<file path="src/rtl/lcd_init_pkg.sv">
package lcd_init_pkg;

  localparam int RST_MS    = 20;
  localparam int MAX_MS    = 120;
  localparam int LAST_STEP = 16;
  localparam int IDX_W     = $clog2(LAST_STEP + 1);

  typedef enum logic [1:0] {S_RST, S_SEND, S_WAIT, S_DONE} seqState_t;

  typedef struct packed {
    logic loadRst;
    logic loadStep;
    logic advIdx;
    logic clrIdx;
  } seqStrobe_t;

  typedef struct packed {
    logic       isData;
    logic [7:0] val;
    logic [6:0] waitMs;
  } seqStep_t;

  function automatic seqStep_t stepAt(input logic [IDX_W-1:0] idx, input logic [1:0] ptype);
    seqStep_t s;
    s = '{isData: 1'b1, val: 8'h00, waitMs: 7'd0};
    case (idx)
      5'd0:  begin s.isData = 1'b0; s.val = 8'h36; end
      5'd1:  begin
               case (ptype)
                 2'd1:    s.val = 8'h60;
                 2'd2:    s.val = 8'h00;
                 default: s.val = 8'hA0;
               endcase
             end
      5'd2:  begin s.isData = 1'b0; s.val = 8'h2A; end
      5'd6:  s.val = 8'hA0;
      5'd7:  begin s.isData = 1'b0; s.val = 8'h2B; end
      5'd11: s.val = 8'h80;
      5'd12: begin s.isData = 1'b0; s.val = 8'h3A; end
      5'd13: begin s.val = 8'h05; s.waitMs = 7'd10; end
      5'd14: begin s.isData = 1'b0; s.val = 8'h11; s.waitMs = 7'd120; end
      5'd15: begin s.isData = 1'b0; s.val = 8'h29; end
      5'd16: begin s.isData = 1'b0; s.val = 8'h2C; end
      default: s.val = 8'h00;
    endcase
    return s;
  endfunction

endpackage

</file>
<file path="src/rtl/lcd_init_dp.sv">
module lcd_init_dp
  import lcd_init_pkg::*;
#(
  parameter int CYC_PER_MS = 50000
) (
  input  logic       clk,
  input  logic       rst,
  input  seqStrobe_t strb,
  input  logic [1:0] panelType,
  output logic       cntZero,
  output logic       stepHasWait,
  output logic       lastStep,
  output logic [7:0] byteOut,
  output logic       isData
);

  localparam int RST_CYC = RST_MS * CYC_PER_MS;
  localparam int CNT_W   = $clog2(MAX_MS * CYC_PER_MS + 1);

  logic [CNT_W-1:0] cnt;
  logic [IDX_W-1:0] idx;
  seqStep_t         curStep;

  assign curStep     = stepAt(idx, panelType);
  assign cntZero     = (cnt == '0);
  assign stepHasWait = (curStep.waitMs != '0);
  assign lastStep    = (idx == IDX_W'(LAST_STEP));
  assign byteOut     = curStep.val;
  assign isData      = curStep.isData;

  always_ff @(posedge clk) begin
    if (rst) begin
      cnt <= CNT_W'(RST_CYC - 1);
    end else if (strb.loadRst) begin
      cnt <= CNT_W'(RST_CYC - 1);
    end else if (strb.loadStep) begin
      cnt <= CNT_W'(int'(curStep.waitMs) * CYC_PER_MS - 1);
    end else if (!cntZero) begin
      cnt <= cnt - 1'b1;
    end
  end

  always_ff @(posedge clk) begin
    if (rst || strb.clrIdx) begin
      idx <= '0;
    end else if (strb.advIdx && !lastStep) begin
      idx <= idx + 1'b1;
    end
  end


  rst_len_chk: assert property (@(posedge clk) disable iff (rst)
    strb.loadRst |=> cnt == CNT_W'(RST_CYC - 1));


  idx_bound_chk: assert property (@(posedge clk) disable iff (rst)
    idx <= IDX_W'(LAST_STEP));

endmodule

</file>
<file path="src/rtl/lcd_init_ctrl.sv">
module lcd_init_ctrl
  import lcd_init_pkg::*;
(
  input  logic       clk,
  input  logic       rst,
  input  logic       start,
  input  logic       byteReady,
  input  logic       cntZero,
  input  logic       stepHasWait,
  input  logic       lastStep,
  output seqStrobe_t strb,
  output logic       byteValid,
  output logic       panelRstN,
  output logic       csN,
  output logic       done
);

  seqState_t state, nextState;

  always_ff @(posedge clk) begin
    if (rst) state <= S_RST;
    else     state <= nextState;
  end

  always_comb begin
    nextState = state;
    strb      = '0;
    case (state)
      S_RST:  if (cntZero) nextState = S_SEND;
      S_SEND: if (byteReady) begin
                if (lastStep) begin
                  nextState = S_DONE;
                end else begin
                  strb.advIdx = 1'b1;
                  if (stepHasWait) begin
                    strb.loadStep = 1'b1;
                    nextState     = S_WAIT;
                  end
                end
              end
      S_WAIT: if (cntZero) nextState = S_SEND;
      S_DONE: if (start) begin
                strb.loadRst = 1'b1;
                strb.clrIdx  = 1'b1;
                nextState    = S_RST;
              end
      default: nextState = S_RST;
    endcase
  end

  assign byteValid = !rst && (state == S_SEND);
  assign panelRstN = !rst && (state != S_RST);
  assign csN       = rst || (state == S_RST) || (state == S_DONE);
  assign done      = !rst && (state == S_DONE);


  cs_on_release_chk: assert property (@(posedge clk) disable iff (rst)
    $rose(panelRstN) |-> !csN);


  done_hold_chk: assert property (@(posedge clk) disable iff (rst)
    (done && !start) |=> done);


  done_after_last_chk: assert property (@(posedge clk) disable iff (rst)
    (byteValid && byteReady && lastStep) |=> (done && csN));

endmodule

</file>
<file path="src/rtl/lcd_init_seq.sv">
module lcd_init_seq
  import lcd_init_pkg::*;
#(
  parameter int CYC_PER_MS = 50000
) (
  input  logic       clk,
  input  logic       rst,
  input  logic       start,
  input  logic [1:0] panelType,
  input  logic       byteReady,
  output logic       byteValid,
  output logic [7:0] byteOut,
  output logic       isData,
  output logic       panelRstN,
  output logic       csN,
  output logic       done
);

  seqStrobe_t strb;
  logic       cntZero, stepHasWait, lastStep;

  lcd_init_ctrl u_ctrl (
    .clk(clk), .rst(rst), .start(start), .byteReady(byteReady),
    .cntZero(cntZero), .stepHasWait(stepHasWait), .lastStep(lastStep),
    .strb(strb), .byteValid(byteValid), .panelRstN(panelRstN),
    .csN(csN), .done(done)
  );

  lcd_init_dp #(.CYC_PER_MS(CYC_PER_MS)) u_dp (
    .clk(clk), .rst(rst), .strb(strb), .panelType(panelType),
    .cntZero(cntZero), .stepHasWait(stepHasWait), .lastStep(lastStep),
    .byteOut(byteOut), .isData(isData)
  );


  hold_on_stall_chk: assert property (@(posedge clk) disable iff (rst)
    (byteValid && !byteReady) |=> (byteValid && $stable(byteOut) && $stable(isData)));

endmodule

</file>
<file path="config.mk">
export PLATFORM = sky130hd
export DESIGN_NAME = lcd_init_seq
export DESIGN_NICKNAME = d
export VERILOG_FILES = /design/src/rtl/lcd_init_pkg.sv /design/src/rtl/lcd_init_dp.sv /design/src/rtl/lcd_init_ctrl.sv /design/src/rtl/lcd_init_seq.sv
export SDC_FILE = /design/constraint.sdc
export NUM_CORES = 1
export LEC_CHECK = 0
export ABC_CLOCK_PERIOD_IN_PS = 2500
export BUFFER_PORTS_ARGS = -buffer_cell sky130_fd_sc_hd__buf_4
export CORE_UTILIZATION = 54
export DETAILED_ROUTE_END_ITERATION = 10
export GPL_ROUTABILITY_DRIVEN = 0
export GPL_TIMING_DRIVEN = 0
export PLACE_DENSITY = 0.79
export SYNTH_ARGS = -nofsm -noshare
export SYNTH_HDL_FRONTEND = slang
export SYNTH_HIERARCHICAL = 1
export SYNTH_SLANG_ARGS = --single-unit
</file>
<file path="constraint.sdc">
create_clock -name clk -period 2.5 [get_ports clk]
set_input_delay 0.25 -clock clk [delete_from_list [all_inputs] [get_ports clk]]
set_output_delay 0.25 -clock clk [all_outputs]
set_load 0.1 [all_outputs]
</file>
==> run_results.csv, run 1 <==
group,metric,value,unit
status,outcome,"complete, but fails checks",
status,violations_in_the_final_reports,"setup timing",
setup_path,critPathArrivalTime,2250,ps
setup_path,cell_repeated_most_along_the_worst_path,"sky130_fd_sc_hd__ha_4",
yosys,synthDominantCellAreaShare,0.2845,
global_route,number_of_antenna_violations_at_the_first_check_in_global_routing,0,
route,postRouteAntennaNets,0,
route,routed_wire_length_per_instance,16.61,um
yosys,ranking_of_synthesized_cells_by_instance_count,"sky130_fd_sc_hd__dfxtp_1 (30), sky130_fd_sc_hd__nor2_1 (25), sky130_fd_sc_hd__a21oi_1 (18)",
yosys,ys_async_sr_fraction,0,
final_layout,post-route-util,0.7505,
yosys,synth_seq_area_share,0.2845,
floorplanning,fp-row-count,22,
setup_path,critical_path.startpoint_type,"register",
pwr,leakage_power,1.093,nW
sta,unrepaired_setup_endpoints_after_global_routing,"true",
yosys,synth_nets,279,
placed_design,detailedPlacementHpwl,3572,um
yosys,postSynthAreaPerCell,8.118,um^2
global_route,globalRouteTotalUtil,0.2816,
yosys,yosys_warnings,6,
setup_path,timing.setup.critical_path_class,"register to output pin",
yosys,synth_area,0.002111,mm^2
sta,maxClockFrequency,399.6,MHz
yosys,netlist_instances,260,
placed_design,buffer_ports.inserted,18,
final_layout,num_antenna_cells,0,
pwr,ir_worst_vdd,0.3193,mV
yosys,synth_cell_type_count,55,
route,route.vias.total,2221,
sta,hold_violations,0,
yosys,cell_with_the_most_instances_after_synthesis,"sky130_fd_sc_hd__dfxtp_1",
cts,tritoncts,"done",
pwr,power-per-cell-area,356.0,mW/mm^2
route,firstDrtPassIters,5,
route,route.final.wire_length,5864,um
setup_path,worst-endpoint-required,2250,ps
cts,cts-htree-levels,2,
floorplanning,die_width,64.52,um
pwr,total_power,0.0009928,W
floorplanning,dieHeight,64.52,um
route,vias_cell,6.292,
cts,clk_latency,280,ps
cts,cts-root-to-sink-buffers,2,
yosys,synth_top_cell_by_area,"sky130_fd_sc_hd__dfxtp_1",
setup_path,worstPathBufferInverterCount,3,
yosys,synth.top_cells.by_area,"sky130_fd_sc_hd__dfxtp_1 (28%), sky130_fd_sc_hd__ha_1 (7.7%), sky130_fd_sc_hd__nor2_1 (4.4%), sky130_fd_sc_hd__a21oi_1 (4.3%), sky130_fd_sc_hd__xnor2_1 (3.7%)",
final_layout,layout-drive-gt1-share,0.3344,
sta,slew_violations,0,
final_layout,flow.area_growth_from_synthesis,32.13,%
sta,totalNegativeSetupSlack,-2.312,ps
global_route,grt_pass1_vias,2023,
final_layout,design.final.nets,323,
sta,final.period_utilization,1.001,
yosys,yosys_most_used_dff,"sky130_fd_sc_hd__dfxtp_1",
sta,slew_headroom,0.5110,
setup_path,crit_family,"compound AO/OA/AOI/OAI gates",
setup_path,cpPeakStageDelay,370,ps
yosys,synth_seq_cells,30,
cts,cts-root-buf,"sky130_fd_sc_hd__clkbuf_8",
cts,cts_inserted_buffers,5,
setup_path,worst-path-max-fanout,5,
route,drc_marker_count_from_the_first_detailed_route_iteration,233,
floorplanning,coreArea,0.003716,mm^2
final_layout,layout.cells.non_filler,353,
floorplanning,design.portCount,19,
sta,fin_worst_hold_slack,233.0,ps
sta,max_slew.worst_pin.slew,727.9,ps
global_route,largest_net_degree_at_the_start_of_global_routing,12,
sta,setup_viol,1,
setup_path,cp_slowest_cell,"sky130_fd_sc_hd__dfxtp_4",
sta,clock_skew,3.967,ps
sta,final.setup.worst_slack,-2.312,ps
setup_path,crit_chain,"ha_4 -> nor2b_4 -> and3_4 -> clkinv_4 -> ha_4 -> inv_4 -> a311o_2 -> a211oi_4 -> a21oi_4 -> buf_12",
yosys,synth_edf_count,0,
cts,clkSlewWorstSetupHoldPaths,70,ps
cts,cts_num_sinks,30,
hold_path,min-delay-path-class,"primary input to register",
placed_design,placed_cells_incl_taps,326,
setup_path,endpoint_kind,"output pin",
floorplanning,floorplan.initialDensity,0.5680,
run,max_cap_violations,0,
floorplanning,design.die.area,0.004163,mm^2
sta,period_needed,2502,ps
route,remaining_drc_errors,0,
global_route,first_pass_grt_wire_length,9266,um
global_route,grt_overflow,0,
[cell usage in the layout (no fill, tap or decap), drive strengths merged, types with 7 or more instances in the layout]
| cell type | count |
|---|---|
| xnor2 | 9 |
| o21ai | 10 |
| nand3 | 8 |
| inv | 15 |
| xor2 | 8 |
| a21oi | 18 |
| dfxtp | 30 |
| clkbuf | 11 |
| nor2 | 26 |
| buf | 47 |
| and3 | 7 |
| nand2 | 17 |
| nor3 | 9 |
| ha | 13 |
[power breakdown]
part	switching, W	internal [W]	leakage [nW]
logic	0.0000250	0.0000169	0.791
clock network	0.000187	0.000278	0.0575
registers	0.00000504	0.000481	0.244
total	0.000217	0.000776	1.09
[sequential cells by signal, indices dropped and copies added (netlist names)]
name / cells
u_dp/cnt: 23
u_dp/idx: 5
u_ctrl/state: 2
[through the flow]
step                      cell area [um^2]  setup WS (ps)
final                                 2789         -2.312
after global routing                  2789         -64.98
after CTS                             2675         -68.57
after detailed placement              2385         -551.0
after global placement                2385         -493.9
after floorplan                       2190         -610.6
[worst reg2reg max path, cell delays in order (launching register included)]
cell and delay, ps:
sky130_fd_sc_hd__dfxtp_4 370, sky130_fd_sc_hd__ha_4 170, sky130_fd_sc_hd__nor2b_4 130, sky130_fd_sc_hd__and3_4 200
sky130_fd_sc_hd__clkinv_4 60, sky130_fd_sc_hd__ha_4 140, sky130_fd_sc_hd__inv_4 30, sky130_fd_sc_hd__buf_4 120
sky130_fd_sc_hd__nor4b_2 140, sky130_fd_sc_hd__buf_4 150, sky130_fd_sc_hd__buf_4 160, sky130_fd_sc_hd__or4_1 530
sky130_fd_sc_hd__nand4_1 120
[per-layer routing]
layer  vias to the layer above  share of wire  GRT usage
met5                         -              0          0
met4                         0          0.023    0.07500
met3                        26          0.069    0.05810
met2                       119           0.49     0.4895
met1                      1042           0.42     0.3497
li1                       1034              -          -
[path summary, 6_finish.rpt]
check	startpoint	to	slack, ps	cells past startpoint
min	rst	u_ctrl/state[1]	230	2
min reg2reg	u_dp/idx[1]	u_dp/idx[1]	540	2
max	u_dp/idx[1]	byteOut[4]	-2	10
max reg2reg	u_dp/idx[1]	u_dp/cnt[19]	110	12
[area by class of cell]
type                            instances  area [um^2]
Buffer                                 10        65.06
Clock buffer                            8        110.1
Fill cell                             251        927.1
Inverter                               17        75.07
Multi-Input combinational cell        200         1550
Sequential cell                        30        605.6
Tap cell                               48        60.06
Timing Repair Buffer                   40        322.8
[cell families after synthesis]
group / synth area share
XOR/XNOR: 0.07054
multiplexers: 0.01660
adder cells (fa/ha/maj): 0.07706
AND/OR/NAND/NOR: 0.2970
buffers and inverters: 0.05987
flip-flops: 0.2845
AO/OA/AOI/OAI: 0.1944
[timing repair]
| action | CTS | global route |
|---|---|---|
| hold buffers | 0 | 0 |
| resized for setup | 27 | 20 |
| pin swaps | 5 | 3 |
| setup endpoints to repair | 28 | 32 |
| cloned | 0 | 0 |
| setup buffers | 12 | 10 |
| hold endpoints to repair | 0 | 0 |
No activity file was read; power rests on OpenSTA's default activity.
==> inputs of run 2 (changes only) <==
- BUFFER_PORTS_ARGS: -buffer_cell sky130_fd_sc_hd__buf_4 -> default
- CORE_UTILIZATION: 54 -> 57
- DONT_BUFFER_PORTS: default -> 1
- PLACE_DENSITY: 0.79 -> 0.84
==> run_results.csv, run 2 (synthesis gave the netlist of run 1 again) <==
group,metric,value,unit
final_layout,largest_reg_flops,23,
sta,setup_viol,4,
cts,clkSlewWorstSetupHoldPaths,60,ps
pwr,power-per-cell-area,362.4,mW/mm^2
final_layout,fillCellCount,244,
hold_path,worstHoldEndpoint,"u_ctrl/state[1]",
floorplanning,fp-row-count,21,
cts,tritoncts,"done",
final_layout,reg_top3,"u_dp/cnt: 23 flops, u_dp/idx: 5 flops, u_ctrl/state: 2 flops",
cts,clk_latency,290,ps
floorplanning,floorplan.initialDensity,0.6132,
setup_path,worst_r2r_startpoint,"u_dp/cnt[19]",
setup_path,worst-path-max-fanout,4,
cts,cts-htree-levels,2,
setup_path,startpoint,"u_dp/idx[0]",
pwr,total_power,0.0009269,W
pwr,ir_worst_vdd,0.3402,mV
setup_path,crit_chain,"inv_2 -> ha_4 -> nor2b_4 -> and3_4 -> inv_6 -> ha_4 -> inv_4 -> a311o_2 -> a211oi_4 -> a21oi_4",
setup_path,timing.setup.critical_path_class,"register to output pin",
route,drc_marker_count_from_the_first_detailed_route_iteration,173,
route,vias_cell,6.375,
global_route,largest_net_degree_at_the_start_of_global_routing,12,
final_layout,most_flops_register,"u_dp/cnt",
cts,post_cts_hold_buffer_count,0,
global_route,number_of_antenna_violations_at_the_first_check_in_global_routing,0,
setup_path,critical_path.startpoint_type,"register",
sta,period_needed,2868,ps
placed_design,buffer_ports.inserted,0,
final_layout,post-route-util,0.7430,
route,remaining_drc_errors,0,
sta,slew_headroom,0.06892,
final_layout,layout_common_cells,"sky130_fd_sc_hd__dfxtp_1 (27), sky130_fd_sc_hd__nor2_1 (23), sky130_fd_sc_hd__buf_4 (19)",
global_route,first_pass_grt_wire_length,8549,um
floorplanning,design.die.area,0.003951,mm^2
final_layout,design.final.nets,300,
floorplanning,dieHeight,62.86,um
setup_path,worst-endpoint-required,2250,ps
setup_path,crit_family,"compound AO/OA/AOI/OAI gates",
setup_path,cp_slowest_cell,"sky130_fd_sc_hd__a21oi_4",
cts,cts-root-buf,"sky130_fd_sc_hd__clkbuf_8",
floorplanning,coreArea,0.003442,mm^2
final_layout,mostFrequentLayoutCell,"sky130_fd_sc_hd__dfxtp_1",
hold_path,min-delay-path-class,"primary input to register",
final_layout,num_antenna_cells,0,
floorplanning,design.portCount,19,
final_layout,layout-drive-gt1-share,0.2660,
route,route.vias.total,2091,
sta,hold_violations,0,
setup_path,critPathArrivalTime,2620,ps
setup_path,endpoint_kind,"output pin",
sta,slew_violations,0,
floorplanning,die_width,62.86,um
global_route,grt_overflow,0,
setup_path,crit-reg2reg-capture,"u_dp/cnt[20]",
route,routed_wire_length_per_instance,16.50,um
setup_path,rrSetupSlack,100,ps
sta,unrepaired_setup_endpoints_after_global_routing,"true",
setup_path,worstPathBufferInverterCount,3,
run,max_cap_violations,0,
status,violations_in_the_final_reports,"setup timing",
sta,final.setup.worst_slack,-367.6,ps
cts,cts-root-to-sink-buffers,2,
sta,final.period_utilization,1.147,
placed_design,detailedPlacementHpwl,3435,um
hold_path,worst_hold_path.num_cells,1,
status,outcome,"complete, but fails checks",
sta,max_slew.worst_pin.slew,1397,ps
setup_path,cell_repeated_most_along_the_worst_path,"sky130_fd_sc_hd__ha_4",
pwr,leakage_power,0.9498,nW
setup_path,cpPeakStageDelay,590,ps
global_route,globalRouteTotalUtil,0.2738,
final_layout,flow.area_growth_from_synthesis,21.16,%
setup_path,reg2reg_depth,5,
hold_path,hold_path_startpoint,"rst",
sta,maxClockFrequency,348.7,MHz
route,postRouteAntennaNets,0,
global_route,grt_pass1_vias,1917,
cts,cts_inserted_buffers,5,
route,route.final.wire_length,5411,um
cts,cts_num_sinks,30,
sta,clock_skew,7.883,ps
route,firstDrtPassIters,5,
## run 2: metrics by stage
stage	cell area (um^2)	worst slack [ps]	TNS [ps]	instances	hold slack [ps]
floorplan	2190	-610.6	-1414	260	363.6
global placement	2247	-801.1	-9077	306	364.5
detailed placement	2273	-472.7	-8303	306	366.5
CTS	2484	-384.3	-1302	320	59.31
global route	2557	-449.2	-1773	328	59.81
finish	2557	-367.6	-1272	328	65.85
## run 2: worst max-delay path by stage
| stage | endpoint | slack [ps] | cells past startpoint |
|---|---|---|---|
| floorplan | byteOut[1] | -610 | 4 |
| global placement | byteOut[1] | -800 | 4 |
| detailed placement | byteOut[4] | -470 | 7 |
| CTS | byteOut[4] | -380 | 10 |
| global route | byteOut[2] | -450 | 6 |
| finish | byteOut[4] | -370 | 10 |
## run 2: where the power goes
| part | switching, W | internal (W) |
|---|---|---|
| clock | 0.000187 | 0.000222 |
| sequential | 0.00000504 | 0.000482 |
| combinational | 0.0000197 | 0.0000117 |
## run 2: what timing repair did
item                       in CTS  in global routing
gates resized for setup        22                  6
setup buffers                   9                  8
setup endpoints to repair      30                 22
cloned                          0                  0
pin swaps                       5                  3
## run 2: layout make-up
type | instances | area [um^2] | area share
Sequential cell | 30 | 604.3 | 0.2363
Inverter | 17 | 75.07 | 0.02935
Multi-Input combinational cell | 200 | 1539 | 0.6018
Buffer | 10 | 62.56 | 0.02446
Clock buffer | 7 | 86.33 | 0.03376
Tap cell | 46 | 57.56 | 0.02250
Clock inverter | 1 | 5.005 | 0.001957
Timing Repair Buffer | 17 | 127.6 | 0.04990
## run 2: routing by layer
layer	vias up	track usage	share of wire
li1	984	-	-
met2	83	0.4688	0.51
met3	7	0.05839	0.065
met1	1017	0.3311	0.41
met5	-	0	0
met4	0	0.1076	0.013
## run 2: worst register-to-register path, cell delays in order, from the launching register on
cell                      delay [ps]
sky130_fd_sc_hd__dfxtp_1         350
sky130_fd_sc_hd__nor4_1          770
sky130_fd_sc_hd__nand4_2         350
sky130_fd_sc_hd__nor2_2          450
sky130_fd_sc_hd__or3_1           250
sky130_fd_sc_hd__o22ai_1         100
==> inputs of run 3 (changes only) <==
- ABC_CLOCK_PERIOD_IN_PS: 2500 -> 3250
- CORE_UTILIZATION: 57 -> 60
- PLACE_DENSITY: 0.84 -> 0.85
- clock period: 2.5 -> 3.25 ns (I/O delays scaled with it)
==> run_results.csv, run 3 (synthesis gave the netlist of run 1 again) <==
group,metric,value,unit
cts,cts-htree-levels,2,
sta,max_slew.worst_pin.slew,1397,ps
global_route,grt_overflow,0,
placed_design,detailedPlacementHpwl,3338,um
global_route,globalRouteTotalUtil,0.2782,
sta,setup_viol,0,
cts,cts-root-buf,"sky130_fd_sc_hd__clkbuf_4",
pwr,ir_worst_vdd,0.2428,mV
final_layout,num_antenna_cells,0,
route,route.vias.total,2023,
route,vias_cell,6.322,
final_layout,mostFrequentLayoutCell,"sky130_fd_sc_hd__dfxtp_1",
setup_path,worstSetupPathDepth,10,
floorplanning,fp-row-count,21,
run,max_cap_violations,0,
global_route,first_pass_grt_wire_length,7569,um
setup_path,timing.setup.critical_path_class,"register to output pin",
route,postRouteAntennaNets,0,
pwr,power-per-cell-area,261.1,mW/mm^2
final_layout,flow.area_growth_from_synthesis,15.35,%
cts,clk_latency,350,ps
sta,slew_violations,0,
final_layout,reg_top3,"u_dp/cnt: 23 flops, u_dp/idx: 5 flops, u_ctrl/state: 2 flops",
final_layout,layout_common_cells,"sky130_fd_sc_hd__dfxtp_1 (28), sky130_fd_sc_hd__nor2_1 (24), sky130_fd_sc_hd__nand2_1 (17)",
cts,cts-root-to-sink-buffers,2,
setup_path,critical_path.startpoint_type,"register",
floorplanning,floorplan.initialDensity,0.6276,
status,outcome,"completed",
setup_path,critPathArrivalTime,2850,ps
setup_path,worst-path-max-fanout,6,
setup_path,startpoint,"u_dp/idx[0]",
route,routed_wire_length_per_instance,15.94,um
cts,cts_num_sinks,30,
route,drc_marker_count_from_the_first_detailed_route_iteration,120,
setup_path,worstPathBufferInverterCount,3,
global_route,largest_net_degree_at_the_start_of_global_routing,12,
final_layout,layout-drive-gt1-share,0.2007,
cts,cts_inserted_buffers,5,
setup_path,worst_r2r_startpoint,"u_dp/idx[0]",
cts,clkSlewWorstSetupHoldPaths,90,ps
final_layout,layout.cell_area.non_filler,0.002435,mm^2
placed_design,dp_slack,-145.0,ps
setup_path,worst-endpoint-required,2920,ps
pwr,leakage_power,0.8871,nW
sta,final.period_utilization,0.9774,
setup_path,endpoint_kind,"output pin",
floorplanning,coreArea,0.003363,mm^2
sta,slew_headroom,0.06887,
placed_design,dpl-instance-area,0.002281,mm^2
setup_path,cpPeakStageDelay,590,ps
floorplanning,dieHeight,61.31,um
sta,maxClockFrequency,314.8,MHz
floorplanning,die_width,61.31,um
route,route.final.wire_length,5102,um
sta,hold_violations,0,
hold_path,min-delay-path-class,"primary input to register",
global_route,grt_pass1_vias,1693,
sta,period_needed,3177,ps
setup_path,crit_chain,"inv_2 -> ha_4 -> nor2b_4 -> and3_4 -> inv_4 -> ha_4 -> inv_2 -> a311o_2 -> a211oi_4 -> a21oi_4",
route,firstDrtPassIters,7,
sta,final.setup.worst_slack,73.42,ps
final_layout,design.final.nets,292,
final_layout,fillCellCount,271,
floorplanning,design.portCount,19,
global_route,number_of_antenna_violations_at_the_first_check_in_global_routing,0,
sta,clock_skew,18.68,ps
setup_path,crit_family,"compound AO/OA/AOI/OAI gates",
hold_path,hold_path_startpoint,"rst",
route,remaining_drc_errors,0,
final_layout,most_flops_register,"u_dp/cnt",
cts,tritoncts,"done",
setup_path,reg2reg_depth,12,
floorplanning,design.die.area,0.003759,mm^2
placed_design,buffer_ports.inserted,0,
setup_path,cp_slowest_cell,"sky130_fd_sc_hd__a21oi_4",
hold_path,worst_hold_path.num_cells,1,
final_layout,largest_reg_flops,23,
sta,totalNegativeSetupSlack,0,ps
==> run 3: final timing paths <==
| path | end | slack (ps) |
|---|---|---|
| setup / recovery | byteOut[4] | 70 |
| hold / removal | u_ctrl/state[1] | 80 |
| setup reg to reg | u_dp/cnt[16] | 270 |
| hold reg to reg | u_dp/idx[1] | 520 |
==> run 3: routing by layer <==
layer / GRT usage / part of all wire / wire (um) / vias to the layer above
li1: - / - / - / 975
met4: 0.1883 / 0.032 / 164 / 0
met1: 0.3526 / 0.42 / 2163 / 940
met2: 0.4270 / 0.48 / 2451 / 88
met3: 0.05462 / 0.063 / 322 / 20
met5: 0 / 0 / 0 / -
==> run 3: power breakdown <==
group	switching (W)	internal [W]	leakage [nW]	total [W]
Clock	0.000134	0.000105	0.0353	0.000239
Combinational	0.0000149	0.00000901	0.608	0.0000239
Sequential	0.00000370	0.000370	0.244	0.000373
==> run 3: timing repair <==
action	4_1_cts	5_1_grt
endpoints found under the setup margin	9	6
pin swaps	3	2
resized for setup	13	11
hold buffers	0	0
setup buffers	2	3
==> run 3: stage by stage <==
stage	instances	power, W	util	hold WS [ps]
floorplan	260	0.0004002	-	438.6
global placement	306	0.0004050	0.6585	444.7
detailed placement	308	0.0004062	0.6782	444.0
CTS	318	0.0006379	0.7117	74.24
global route	320	0.0006577	0.7240	54.15
finish	320	0.0006358	0.7240	82.56
==> run 3: cell type report <==
class / instances / area [um^2] / share of cell area
Timing Repair Buffer: 7 / 68.82 / 0.02826
Multi-Input combinational cell: 200 / 1511 / 0.6208
Buffer: 12 / 65.06 / 0.02672
Sequential cell: 30 / 605.6 / 0.2487
Inverter: 17 / 66.31 / 0.02724
Tap cell: 46 / 57.56 / 0.02364
Clock buffer: 7 / 55.05 / 0.02261
Clock inverter: 1 / 5.005 / 0.002055
